--- src/rtl/cfgspi_pkg.sv ---
package cfgspi_pkg;
  localparam int FRAME_BITS = 8;
  localparam int RES_W      = 10;
  localparam int PRESC_W    = 4;
  localparam int PRESC_MAX  = 8;
  localparam int BPF_W      = 6;
  localparam int GAIN_W     = 6;
  localparam int TC_W       = 5;
  localparam int CLAMP_W    = 3;

  typedef logic [FRAME_BITS-1:0] byte_t;

  typedef struct packed {
    logic [PRESC_W-1:0] presc;
    logic               sdo_off;
    logic               chan;
    logic [BPF_W-1:0]   bpf;
    logic [GAIN_W-1:0]  gain;
    logic [TC_W-1:0]    tc;
  } cfg_t;

  localparam byte_t CMD_ADV   = 8'h71;
  localparam byte_t CMD_CLAMP = 8'hF8;
  localparam byte_t RSP_BPF   = 8'h01;
  localparam byte_t RSP_GAIN  = 8'hE0;
  localparam byte_t RSP_TC    = 8'h71;
  localparam byte_t RSP_ADV   = 8'h8E;
  localparam byte_t RSP_NONE  = 8'h00;
endpackage

--- src/rtl/cfgspi_sync.sv ---
module cfgspi_sync #(
  parameter int             W      = 3,
  parameter int             STAGES = 2,
  parameter logic [W-1:0]   INIT   = '0
) (
  input  logic         clk,
  input  logic         rst_n,
  input  logic [W-1:0] d,
  output logic [W-1:0] q
);
  logic [W-1:0] st [STAGES];

  always_ff @(posedge clk or negedge rst_n) begin
    if (!rst_n) begin
      for (int i = 0; i < STAGES; i++) st[i] <= INIT;
    end else begin
      st[0] <= d;
      for (int i = 1; i < STAGES; i++) st[i] <= st[i-1];
    end
  end

  assign q = st[STAGES-1];
endmodule

--- src/rtl/cfgspi_rx.sv ---
module cfgspi_rx
  import cfgspi_pkg::*;
(
  input  logic  clk,
  input  logic  rst_n,
  input  logic  cs_low,
  input  logic  cs_fall,
  input  logic  cs_rise,
  input  logic  sclk_fall,
  input  logic  sdi_s,
  output logic  frame_ok,
  output byte_t frame_byte
);
  localparam int CNT_MAX = FRAME_BITS + 1;
  localparam int CNT_W   = $clog2(CNT_MAX + 1);

  logic [CNT_W-1:0] cnt;
  byte_t            sr;

  always_ff @(posedge clk or negedge rst_n) begin
    if (!rst_n) begin
      cnt      <= '0;
      sr       <= '0;
      frame_ok <= 1'b0;
    end else begin
      frame_ok <= cs_rise && (cnt == CNT_W'(FRAME_BITS));
      if (cs_fall) begin
        cnt <= '0;
      end else if (cs_low && sclk_fall) begin
        sr <= {sr[FRAME_BITS-2:0], sdi_s};
        if (cnt != CNT_W'(CNT_MAX)) cnt <= cnt + 1'b1;
      end
    end
  end

  assign frame_byte = sr;

  // a commit appears only right after chip select rises
  a_r2_commit_on_cs_rise: assert property (@(posedge clk) disable iff (!rst_n)
    frame_ok |-> $past(cs_rise));
  // the bit counter saturates and never wraps
  a_r2_count_capped: assert property (@(posedge clk) disable iff (!rst_n)
    cnt <= CNT_W'(CNT_MAX));
endmodule

--- src/rtl/cfgspi_regs.sv ---
module cfgspi_regs
  import cfgspi_pkg::*;
(
  input  logic               clk,
  input  logic               rst_n,
  input  logic               frame_ok,
  input  byte_t              frame_byte,
  input  logic               integrate,
  input  logic               test_n,
  input  logic [RES_W-1:0]   result,
  input  logic [CLAMP_W-1:0] clamp_flags,
  output cfg_t               cfg,
  output logic               piped,
  output byte_t              resp
);
  cfg_t  cfg_n;
  logic  piped_n;
  byte_t resp_n;
  byte_t cmd;

  assign cmd = frame_byte;

  always_comb begin
    cfg_n   = cfg;
    piped_n = piped;
    resp_n  = resp;
    if (frame_ok && !integrate) begin
      casez (cmd)
        CMD_ADV: begin
          piped_n = 1'b1;
          resp_n  = RSP_ADV;
        end
        CMD_CLAMP: begin
          if (!test_n) begin
            piped_n = 1'b1;
            resp_n  = {{(FRAME_BITS-CLAMP_W){1'b0}}, clamp_flags};
          end else begin
            resp_n  = RSP_NONE;
          end
        end
        8'b010?????: begin
          if (cmd[PRESC_W:1] <= PRESC_W'(PRESC_MAX)) begin
            cfg_n.presc   = cmd[PRESC_W:1];
            cfg_n.sdo_off = cmd[0];
            resp_n        = result[FRAME_BITS-1:0];
          end
        end
        8'b1110000?: begin
          cfg_n.chan = cmd[0];
          resp_n     = {result[RES_W-1:FRAME_BITS], {(2*FRAME_BITS-RES_W){1'b0}}};
        end
        8'b00??????: begin
          cfg_n.bpf = cmd[BPF_W-1:0];
          resp_n    = RSP_BPF;
        end
        8'b10??????: begin
          cfg_n.gain = cmd[GAIN_W-1:0];
          resp_n     = RSP_GAIN;
        end
        8'b110?????: begin
          cfg_n.tc = cmd[TC_W-1:0];
          resp_n   = RSP_TC;
        end
        default: resp_n = RSP_NONE;
      endcase
    end
  end

  always_ff @(posedge clk or negedge rst_n) begin
    if (!rst_n) begin
      cfg   <= '0;
      piped <= 1'b0;
      resp  <= RSP_NONE;
    end else begin
      cfg   <= cfg_n;
      piped <= piped_n;
      resp  <= resp_n;
    end
  end

  // without a commit nothing moves
  a_r2_quiet_between_frames: assert property (@(posedge clk) disable iff (!rst_n)
    !frame_ok |=> ($stable(cfg) && $stable(resp) && $stable(piped)));
  // frames during integration are discarded
  a_r3_integrate_blocks: assert property (@(posedge clk) disable iff (!rst_n)
    (frame_ok && integrate) |=> ($stable(cfg) && $stable(resp)));
  // the prescaler code never leaves its legal range
  a_r4_presc_in_range: assert property (@(posedge clk) disable iff (!rst_n)
    cfg.presc <= PRESC_W'(PRESC_MAX));
  // pipelined mode is sticky
  a_r8_pipe_sticky: assert property (@(posedge clk) disable iff (!rst_n)
    piped |=> piped);
endmodule

--- src/rtl/cfgspi_tx.sv ---
module cfgspi_tx
  import cfgspi_pkg::*;
(
  input  logic  clk,
  input  logic  rst_n,
  input  logic  cs_low,
  input  logic  cs_fall,
  input  logic  sclk_rise,
  input  logic  sdi_s,
  input  logic  piped,
  input  logic  sdo_off,
  input  byte_t resp,
  output logic  sdo,
  output logic  sdo_oe
);
  byte_t sr;
  logic  armed;

  always_ff @(posedge clk or negedge rst_n) begin
    if (!rst_n) begin
      sr    <= '0;
      armed <= 1'b0;
    end else if (cs_fall) begin
      sr    <= resp;
      armed <= 1'b0;
    end else if (cs_low && sclk_rise) begin
      if (armed) sr <= {sr[FRAME_BITS-2:0], 1'b0};
      armed <= 1'b1;
    end
  end

  assign sdo_oe = cs_low && !sdo_off;
  assign sdo    = !sdo_oe ? 1'b0 : (piped ? sr[FRAME_BITS-1] : sdi_s);

  // the driver is never enabled with chip select high
  a_r6_oe_needs_cs: assert property (@(posedge clk) disable iff (!rst_n)
    sdo_oe |-> cs_low);
  // the response register takes the pending response at frame start
  a_r9_load_at_start: assert property (@(posedge clk) disable iff (!rst_n)
    cs_fall |=> (sr == $past(resp)));
endmodule

--- src/rtl/dualmode_cfg_spi.sv ---
module dualmode_cfg_spi
  import cfgspi_pkg::*;
#(
  parameter int SYNC_STAGES = 2
) (
  input  logic               clk,
  input  logic               rst_n,
  input  logic               cs_n,
  input  logic               sclk,
  input  logic               sdi,
  input  logic               integrate,
  input  logic               test_n,
  input  logic [RES_W-1:0]   result,
  input  logic [CLAMP_W-1:0] clamp_flags,
  output logic               sdo,
  output logic               sdo_oe,
  output logic [PRESC_W-1:0] presc_code,
  output logic               sdo_off,
  output logic               chan_sel,
  output logic [BPF_W-1:0]   bpf_code,
  output logic [GAIN_W-1:0]  gain_code,
  output logic [TC_W-1:0]    tc_code
);
  logic [2:0] pins_s;
  logic       cs_s, sclk_s, sdi_s;
  logic       cs_d, sclk_d;
  logic       cs_fall, cs_rise, sclk_fall, sclk_rise, cs_low;
  logic       frame_ok, piped;
  byte_t      frame_byte, resp;
  cfg_t       cfg;

  cfgspi_sync #(.W(3), .STAGES(SYNC_STAGES), .INIT(3'b101)) u_sync (
    .clk(clk), .rst_n(rst_n), .d({cs_n, sclk, sdi}), .q(pins_s));

  assign {cs_s, sclk_s, sdi_s} = pins_s;

  always_ff @(posedge clk or negedge rst_n) begin
    if (!rst_n) begin
      cs_d   <= 1'b1;
      sclk_d <= 1'b0;
    end else begin
      cs_d   <= cs_s;
      sclk_d <= sclk_s;
    end
  end

  assign cs_low    = !cs_s;
  assign cs_fall   = cs_d && !cs_s;
  assign cs_rise   = !cs_d && cs_s;
  assign sclk_fall = sclk_d && !sclk_s;
  assign sclk_rise = !sclk_d && sclk_s;

  cfgspi_rx u_rx (
    .clk(clk), .rst_n(rst_n), .cs_low(cs_low), .cs_fall(cs_fall),
    .cs_rise(cs_rise), .sclk_fall(sclk_fall), .sdi_s(sdi_s),
    .frame_ok(frame_ok), .frame_byte(frame_byte));

  cfgspi_regs u_regs (
    .clk(clk), .rst_n(rst_n), .frame_ok(frame_ok), .frame_byte(frame_byte),
    .integrate(integrate), .test_n(test_n), .result(result),
    .clamp_flags(clamp_flags), .cfg(cfg), .piped(piped), .resp(resp));

  cfgspi_tx u_tx (
    .clk(clk), .rst_n(rst_n), .cs_low(cs_low), .cs_fall(cs_fall),
    .sclk_rise(sclk_rise), .sdi_s(sdi_s), .piped(piped),
    .sdo_off(cfg.sdo_off), .resp(resp), .sdo(sdo), .sdo_oe(sdo_oe));

  assign presc_code = cfg.presc;
  assign sdo_off    = cfg.sdo_off;
  assign chan_sel   = cfg.chan;
  assign bpf_code   = cfg.bpf;
  assign gain_code  = cfg.gain;
  assign tc_code    = cfg.tc;
endmodule

--- config.mk ---
export PLATFORM = sky130hd
export DESIGN_NAME = dualmode_cfg_spi
export DESIGN_NICKNAME = d
export VERILOG_FILES = /design/src/rtl/cfgspi_pkg.sv /design/src/rtl/cfgspi_sync.sv /design/src/rtl/cfgspi_rx.sv /design/src/rtl/cfgspi_regs.sv /design/src/rtl/cfgspi_tx.sv /design/src/rtl/dualmode_cfg_spi.sv
export SDC_FILE = /design/constraint.sdc
export NUM_CORES = 1
export LEC_CHECK = 0
export ABC_AREA = 1
export BUFFER_PORTS_ARGS = -buffer_cell sky130_fd_sc_hd__buf_2
export CAP_MARGIN = 0
export CORE_MARGIN = 4
export CORE_UTILIZATION = 30
export CTS_CLUSTER_SIZE = 24
export DETAILED_ROUTE_END_ITERATION = 6
export HOLD_SLACK_MARGIN = 0.06
export PLACE_DENSITY = 0.57
export SLEW_MARGIN = 30
export SYNTH_ARGS = -nofsm -noshare
export SYNTH_HDL_FRONTEND = slang
export SYNTH_SLANG_ARGS = --single-unit
--- constraint.sdc ---
create_clock -name clk -period 1.5 [get_ports clk]
set_clock_uncertainty 0.2 [all_clocks]
set_input_delay 0.3 -clock clk [delete_from_list [all_inputs] [get_ports clk]]
set_output_delay 0.3 -clock clk [all_outputs]
set_load 0.005 [all_outputs]
Yosys cells after proc, flatten, opt, wreduce, memory -nomap -nowiden. Cells that the tools add are included.

Flip-flop bits (word level): 62. Latch bits: 0. RAM bits: 0. ROM bits: 0. Input bits: 20. Output and inout port bits: 25. Logic and storage cells: 76. Memories kept: 0.

$add $sub $neg: 1. $mul: 0. Div/mod/pow operators: 0. Order comparisons: 1. Equality and inequality tests: 10. Shift-type cells: 0. Muxes and demuxes: 15. Bitwise logic cells: 1. Reductions and logical operators: 31.

Operators by type and width (count): one-hot mux 8 bit (7 select lines) (1); 2-to-1 mux 8 bit (4); AND reduction 2 bit (8); 2-to-1 mux 4 bit (3); nonzero test 2 bit (5); logical AND 1 bit (9); == test 8 x 7 -> 1 bit, second input constant (1); == test 8 bit, second input constant (1); == test 7 bit, second input constant (1); zero test 1 bit (6); AND reduction 3 bit (2); 2-to-1 mux 1 bit (5); adder 4 x 1 -> 4 bit, second input constant (1); == test 4 bit, second input constant (1); less-or-equal comparator 4 bit, second input constant (1); != test 4 bit, second input constant (1); == test 3 x 2 -> 1 bit, second input constant (1); == test 3 bit, second input constant (1); 2-to-1 mux 3 bit (1); == test 2 bit, second input constant (1); zero test 2 bit (1); != test 2 x 1 -> 1 bit, second input constant (1); != test 2 bit, second input constant (1); one-hot mux 1 bit (2 select lines) (1); inverter 1 bit (1).

Logic depth before layout (Yosys ltp).
Depth in word-level cells: 5. Gate-level depth with buffers: 8. Depth with buffers taken out: 7.

By module. A second synthesis with hierarchy kept.

Cell total of the unflattened synthesis: 337. Area total of the unflattened synthesis: 2880.3 um2.

Modules (own cells, without submodules): cfgspi_regs (instances 1, cells each 181, area each 1519.0 um2, sequential area each 800.8 um2); cfgspi_rx (instances 1, cells each 69, area each 595.6 um2, sequential area each 325.3 um2); cfgspi_tx (instances 1, cells each 68, area each 504.2 um2, sequential area each 225.2 um2); cfgspi_sync (instances 1, cells each 9, area each 177.7 um2, sequential area each 155.1 um2); dualmode_cfg_spi (instances 1, cells each 10, area each 83.8 um2, sequential area each 51.3 um2).

Worst setup path before layout. OpenSTA, ideal clock, no wires.

Path kind: flip-flop to flip-flop. Start point: reg cs_d. End point: reg u_tx.sr[6]. Setup time: 0.122 ns. Data arrival time: 1.147 ns. Data required time: 1.178 ns. Setup slack: 0.031 ns. Stages on the path, launching flop included: 7. Buffers on the path: 1. Clock period less this slack: 1.469 ns. Cell sequence: dfstp_2 > inv_1 > nor2_4 > inv_4 > nand2_4 > buf_6 > a21oi_1.

Word-level cells in the longest chain between the ends: 3. Elaborated cells on any way between the ends: 5. Classes of those cells: mux (1); reduce/logical (4).

Ends and longest elaborated chain: from (decl) (line dualmode_cfg_spi.sv:26) `logic cs_d, sclk_d;`; from (signal assigned) (line dualmode_cfg_spi.sv:42) `cs_d <= cs_s;`; logical AND 1 bit (*) (line dualmode_cfg_spi.sv:48) `assign cs_fall = cs_d && !cs_s;`; nonzero test 2 bit (no source line); AND reduction 2 bit (no source line); to (signal assigned) (line cfgspi_tx.sv:24) `sr <= resp;`; to (signal assigned) (line cfgspi_tx.sv:27) `if (armed) sr <= {sr[FRAME_BITS-2:0], 1'b0};`; to (decl) (line cfgspi_tx.sv:16) `byte_t sr;`.

Mark *: on every way between the ends. The rest lies on a longest branch, timed or not. A chain may end at the register's enable or synchronous reset.

Worst setup path in the final report.
Start point: reg u_sync.st (netlist bit u_sync.q[0]). End point: out sdo.

Word-level cells in the longest chain between the ends: 2.

Ends and longest elaborated chain: from (decl) (line cfgspi_sync.sv:11) `logic [W-1:0] st [STAGES];`; 2-to-1 mux 1 bit (2 in a row) (line cfgspi_tx.sv:33) `assign sdo = !sdo_oe ? 1'b0 : (piped ? sr[FRAME_BITS-1] : sdi_s);`; to (decl) (line dualmode_cfg_spi.sv:15) `output logic sdo,`.

Every way passes these cells.

==> Flow_metrics.wiki <==
{| class="wikitable"
! Metric !! Value
|-
| Result of the run || finished, violations left
|-
| Violated checks || setup timing
|-
| LEAKAGE || 0.001795 µW
|-
| Kind of start point of the critical path || flop
|-
| Instance count of the mapped netlist || 309
|-
| Dominant combinational cell family by area after synthesis || simple AND/OR/NAND/NOR gates
|-
| Final critical-path share of the clock period || 111.8%
|-
| Number of stages on the worst hold path || 5
|-
| Total via count after detailed routing || 2246
|-
| Sum of net half-perimeters after detailed placement || 4449 µm
|-
| Root buffer selected by CTS || sky130_fd_sc_hd__clkbuf_8
|-
| Post-Syn Area per Cell || 8.937 µm²
|-
| Slowest cell delay on critical path || 0.54 ns
|-
| Peak supply drop || 466.3 µV
|-
| Worst path slowest cell || sky130_fd_sc_hd__dfstp_2
|-
| Adder-cell share of the synthesized area || 1.359%
|-
| Count of input and output buffers || 44
|-
| Count of nets after finishing || 410
|-
| Via count of the first global-routing pass || 2259
|-
| Average wire per cell in the routed design || 12.70 µm
|-
| Worst R2R Start || u_sync.q[2]$_DFF_PN1_
|-
| Hold EP || u_regs.resp[3]$_DFFE_PN0P_
|-
| Final weighted congestion of routability-driven global placement || 0.7466
|-
| Number of nets in the synthesized netlist || 332
|-
| Time the worst path needs with I/O delays and setup || 1.677 ns
|-
| Critical path fanouts, max || 2
|-
| Share of the yosys chip area belonging to registers || 56.41%
|-
| PwrDens || 1179 nW/µm²
|-
| Clock latency on the worst-skew pair || 0.35 ns
|-
| Share of synthesized cell area in and, or, nand and nor gates || 23.15%
|-
| Met1 routed wirelength after detailed routing || 3011 µm
|-
| Initial core utilization || 31.21%
|-
| Count of H-tree levels built during CTS || 3
|-
| Synth Area in XOR/XNOR || 0%
|-
| Crit path cell chain || o21ai_1 > a21oi_1 > buf_2
|-
| Number of antenna-violating nets in the routed design || 0
|-
| Placement Rows || 34
|-
| Critical Setup Path Class || reg2out
|-
| Arrival time at the worst endpoint || 1.18 ns
|-
| Warning count from the yosys run || 0
|-
| DRC violation count after routing || 0
|-
| Mux contribution to synthesized area || 0%
|-
| Number of antenna violations at the first check in global routing || 0
|-
| Met3 routed wirelength || 263 µm
|-
| Top library cells by usage in the layout, fill and taps aside || sky130_fd_sc_hd__nand2_1 (84), sky130_fd_sc_hd__dfrtp_1 (55), sky130_fd_sc_hd__buf_2 (43)
|-
| Unrepaired setup endpoints after global routing || yes
|-
| Worst hold slack after final layout || 0.06123 ns
|-
| Max Clock Freq || 596.2 MHz
|-
| Count of placed standard cells including taps || 468
|-
| R2r endpoint || u_rx.cnt[0]$_DFFE_PN0P_
|-
| Worst setup slack before clock tree synthesis || 0.007356 ns
|-
| Floorplan core area || 8848 µm²
|-
| Die outline area || 10800 µm²
|-
| Final Slew Violations || 0
|-
| Minimum setup slack among reg-to-reg paths || 0.02 ns
|-
| Share of post-route cells with drive strength above 1 || 34.69%
|-
| Drt first-iter violations || 72
|-
| Sum of met2 wire segment lengths after detailed routing || 2980 µm
|-
| CP Launch Point || u_sync.q[0]$_DFF_PN1_
|-
| Die W || 103.9 µm
|-
| Clk buf depth || 2
|-
| Total global routing overflow || 0
|-
| Fraction of the mapped netlist area in compound gates || 12.05%
|-
| WL final || 6352 µm
|-
| I/O pin count || 45
|-
| Utilization after layout || 41.37%
|-
| Highest routed layer || met4
|-
| DR vias/cell || 4.492
|-
| Area growth from synthesis to layout || 32.58%
|-
| Y dimension of the die || 103.9 µm
|-
| Final hold violation count || 0
|-
| Pin count of the biggest net entering global routing || 63
|-
| First-pass GRT wire length || 10560 µm
|-
| Most frequent standard cell in the layout excluding fill and tap cells || sky130_fd_sc_hd__nand2_1
|-
| Clock-pin slew reported for the worst setup and hold paths after clock tree synthesis || 0.08 ns
|-
| Antenna diode instance count || 0
|-
| Worst Path Required || 1.00 ns
|-
| Class of the worst hold path || in2reg
|-
| Startpoint of the lowest-slack hold path || result[3]
|-
| Max-slew headroom at the worst pin || 78.52%
|-
| Actual slew at the worst max-slew pin || 0.3222 ns
|-
| Flip-flop and latch count after synthesis || 62
|-
| Total CTS buffers || 9
|-
| Total routing usage reported by global routing || 12.01%
|-
| # setup viols final || 3
|-
| Initial DRT Pass Iterations || 4
|-
| Count of maximum capacitance violations || 0
|-
| R2R depth || 6
|-
| Critical path capture point type || primary output
|-
| Clock tree from TritonCTS || done
|-
| Synthesized cell area || 2761 µm²
|-
| Count of non-filler cells in the finished layout || 500
|-
| Synth unique cells || 29
|-
| Number of sinks handled by clock tree synthesis || 62
|-
| Fin worst setup slack || -0.1772 ns
|}
[state kept, by name (all words and copies together), names as in the netlist, 3 cells and up]
signal and flops:
u_regs.cfg 23, u_regs.resp 8, u_rx.cnt 4, u_rx.frame_byte 8, u_sync.q 3, u_sync.st 3
u_tx.sr 8
[cells by family after synthesis]
family | after synthesis
buffers and inverters | 41
AO/OA/AOI/OAI | 61
adder cells (fa/ha/maj) | 3
AND/OR/NAND/NOR | 142
flip-flops | 62
[layer usage]
layer / up-vias / track usage (%)
met3: 9 / 2.855
met4: 0 / 5.603
met2: 42 / 19.27
met5: - / 0
met1: 1047 / 15.31
li1: 1148 / -
[critical path: cells and delay by family, from the launching register on]
| kind | cells | cell delay [ns] |
|---|---|---|
| DFF | 1 | 0.54 |
| buffers and inverters | 1 | 0.13 |
| AOI/OAI and AO/OA | 2 | 0.18 |
[where the power goes]
| part | leakage [µW] | switching (µW) | internal, µW | total [µW] |
|---|---|---|---|---|
| clock | 0.000120 | 638 | 1070 | 1710 |
| combinational | 0.000862 | 386 | 295 | 681 |
| sequential | 0.000813 | 115 | 1810 | 1930 |
| total | 0.00180 | 1140 | 3180 | 4320 |
[cells in the mapped netlist (all sizes together)]
| cell | number | area share, % |
|---|---|---|
| nand2 | 95 | 14 |
| dfrtp | 57 | 52 |
| o21ai | 51 | 9.7 |
| inv | 33 | 4.6 |
| nor2 | 22 | 3.7 |
| nand3 | 21 | 4.8 |
| a21oi | 8 | 1.9 |
| buf | 8 | 2.4 |
| dfstp | 5 | 4.8 |
| ha | 3 | 1.4 |
| nand3b | 1 | 0.27 |
| nand4 | 1 | 0.23 |
| nor3 | 1 | 0.36 |
| o21a | 1 | 0.27 |
| o21bai | 1 | 0.27 |
| or2 | 1 | 0.23 |
[worst max path at each step]
stage	end	slack [ns]	cells after the start
final	sdo	-0.18	3
after global routing	sdo	-0.26	4
after CTS	sdo	-0.21	3
after detailed placement	u_regs.cfg[14]$_DFFE_PN0P_	0.007	4
after global placement	u_regs.resp[7]$_DFFE_PN0P_	0.01	6
after floorplan	u_tx.sr[6]$_DFFE_PN0P_	0.03	6
[final cells by class]
| cell class | instances | area, µm² |
|---|---|---|
| tap | 108 | 135.1 |
| fill | 900 | 5187 |
| clock inverter | 3 | 65.06 |
| clock buffer | 13 | 168.9 |
| inverter | 33 | 128.9 |
| sequential | 62 | 1560 |
| multi-input combinational | 206 | 1086 |
| timing repair buffer | 75 | 516.7 |
[timing repair]
action,4_1_cts,5_1_grt
hold buffers,4,0
gates resized for setup,6,32
hold endpoints to repair,65,0
setup buffers,3,8
endpoints found under the setup margin,6,44
cloned,0,1
pin swaps,3,12
[per-stage QoR]
step / area (µm²) / setup TNS, ns / power, µW
after floorplan: 2761 / 0 / 2287
after global placement: 3174 / 0 / 2542
after detailed placement: 3174 / 0 / 2561
after CTS: 3495 / -0.4212 / 4285
after global routing: 3661 / -1.112 / 4532
final: 3661 / -0.4150 / 4316
(Power assumes the default switching activity.)
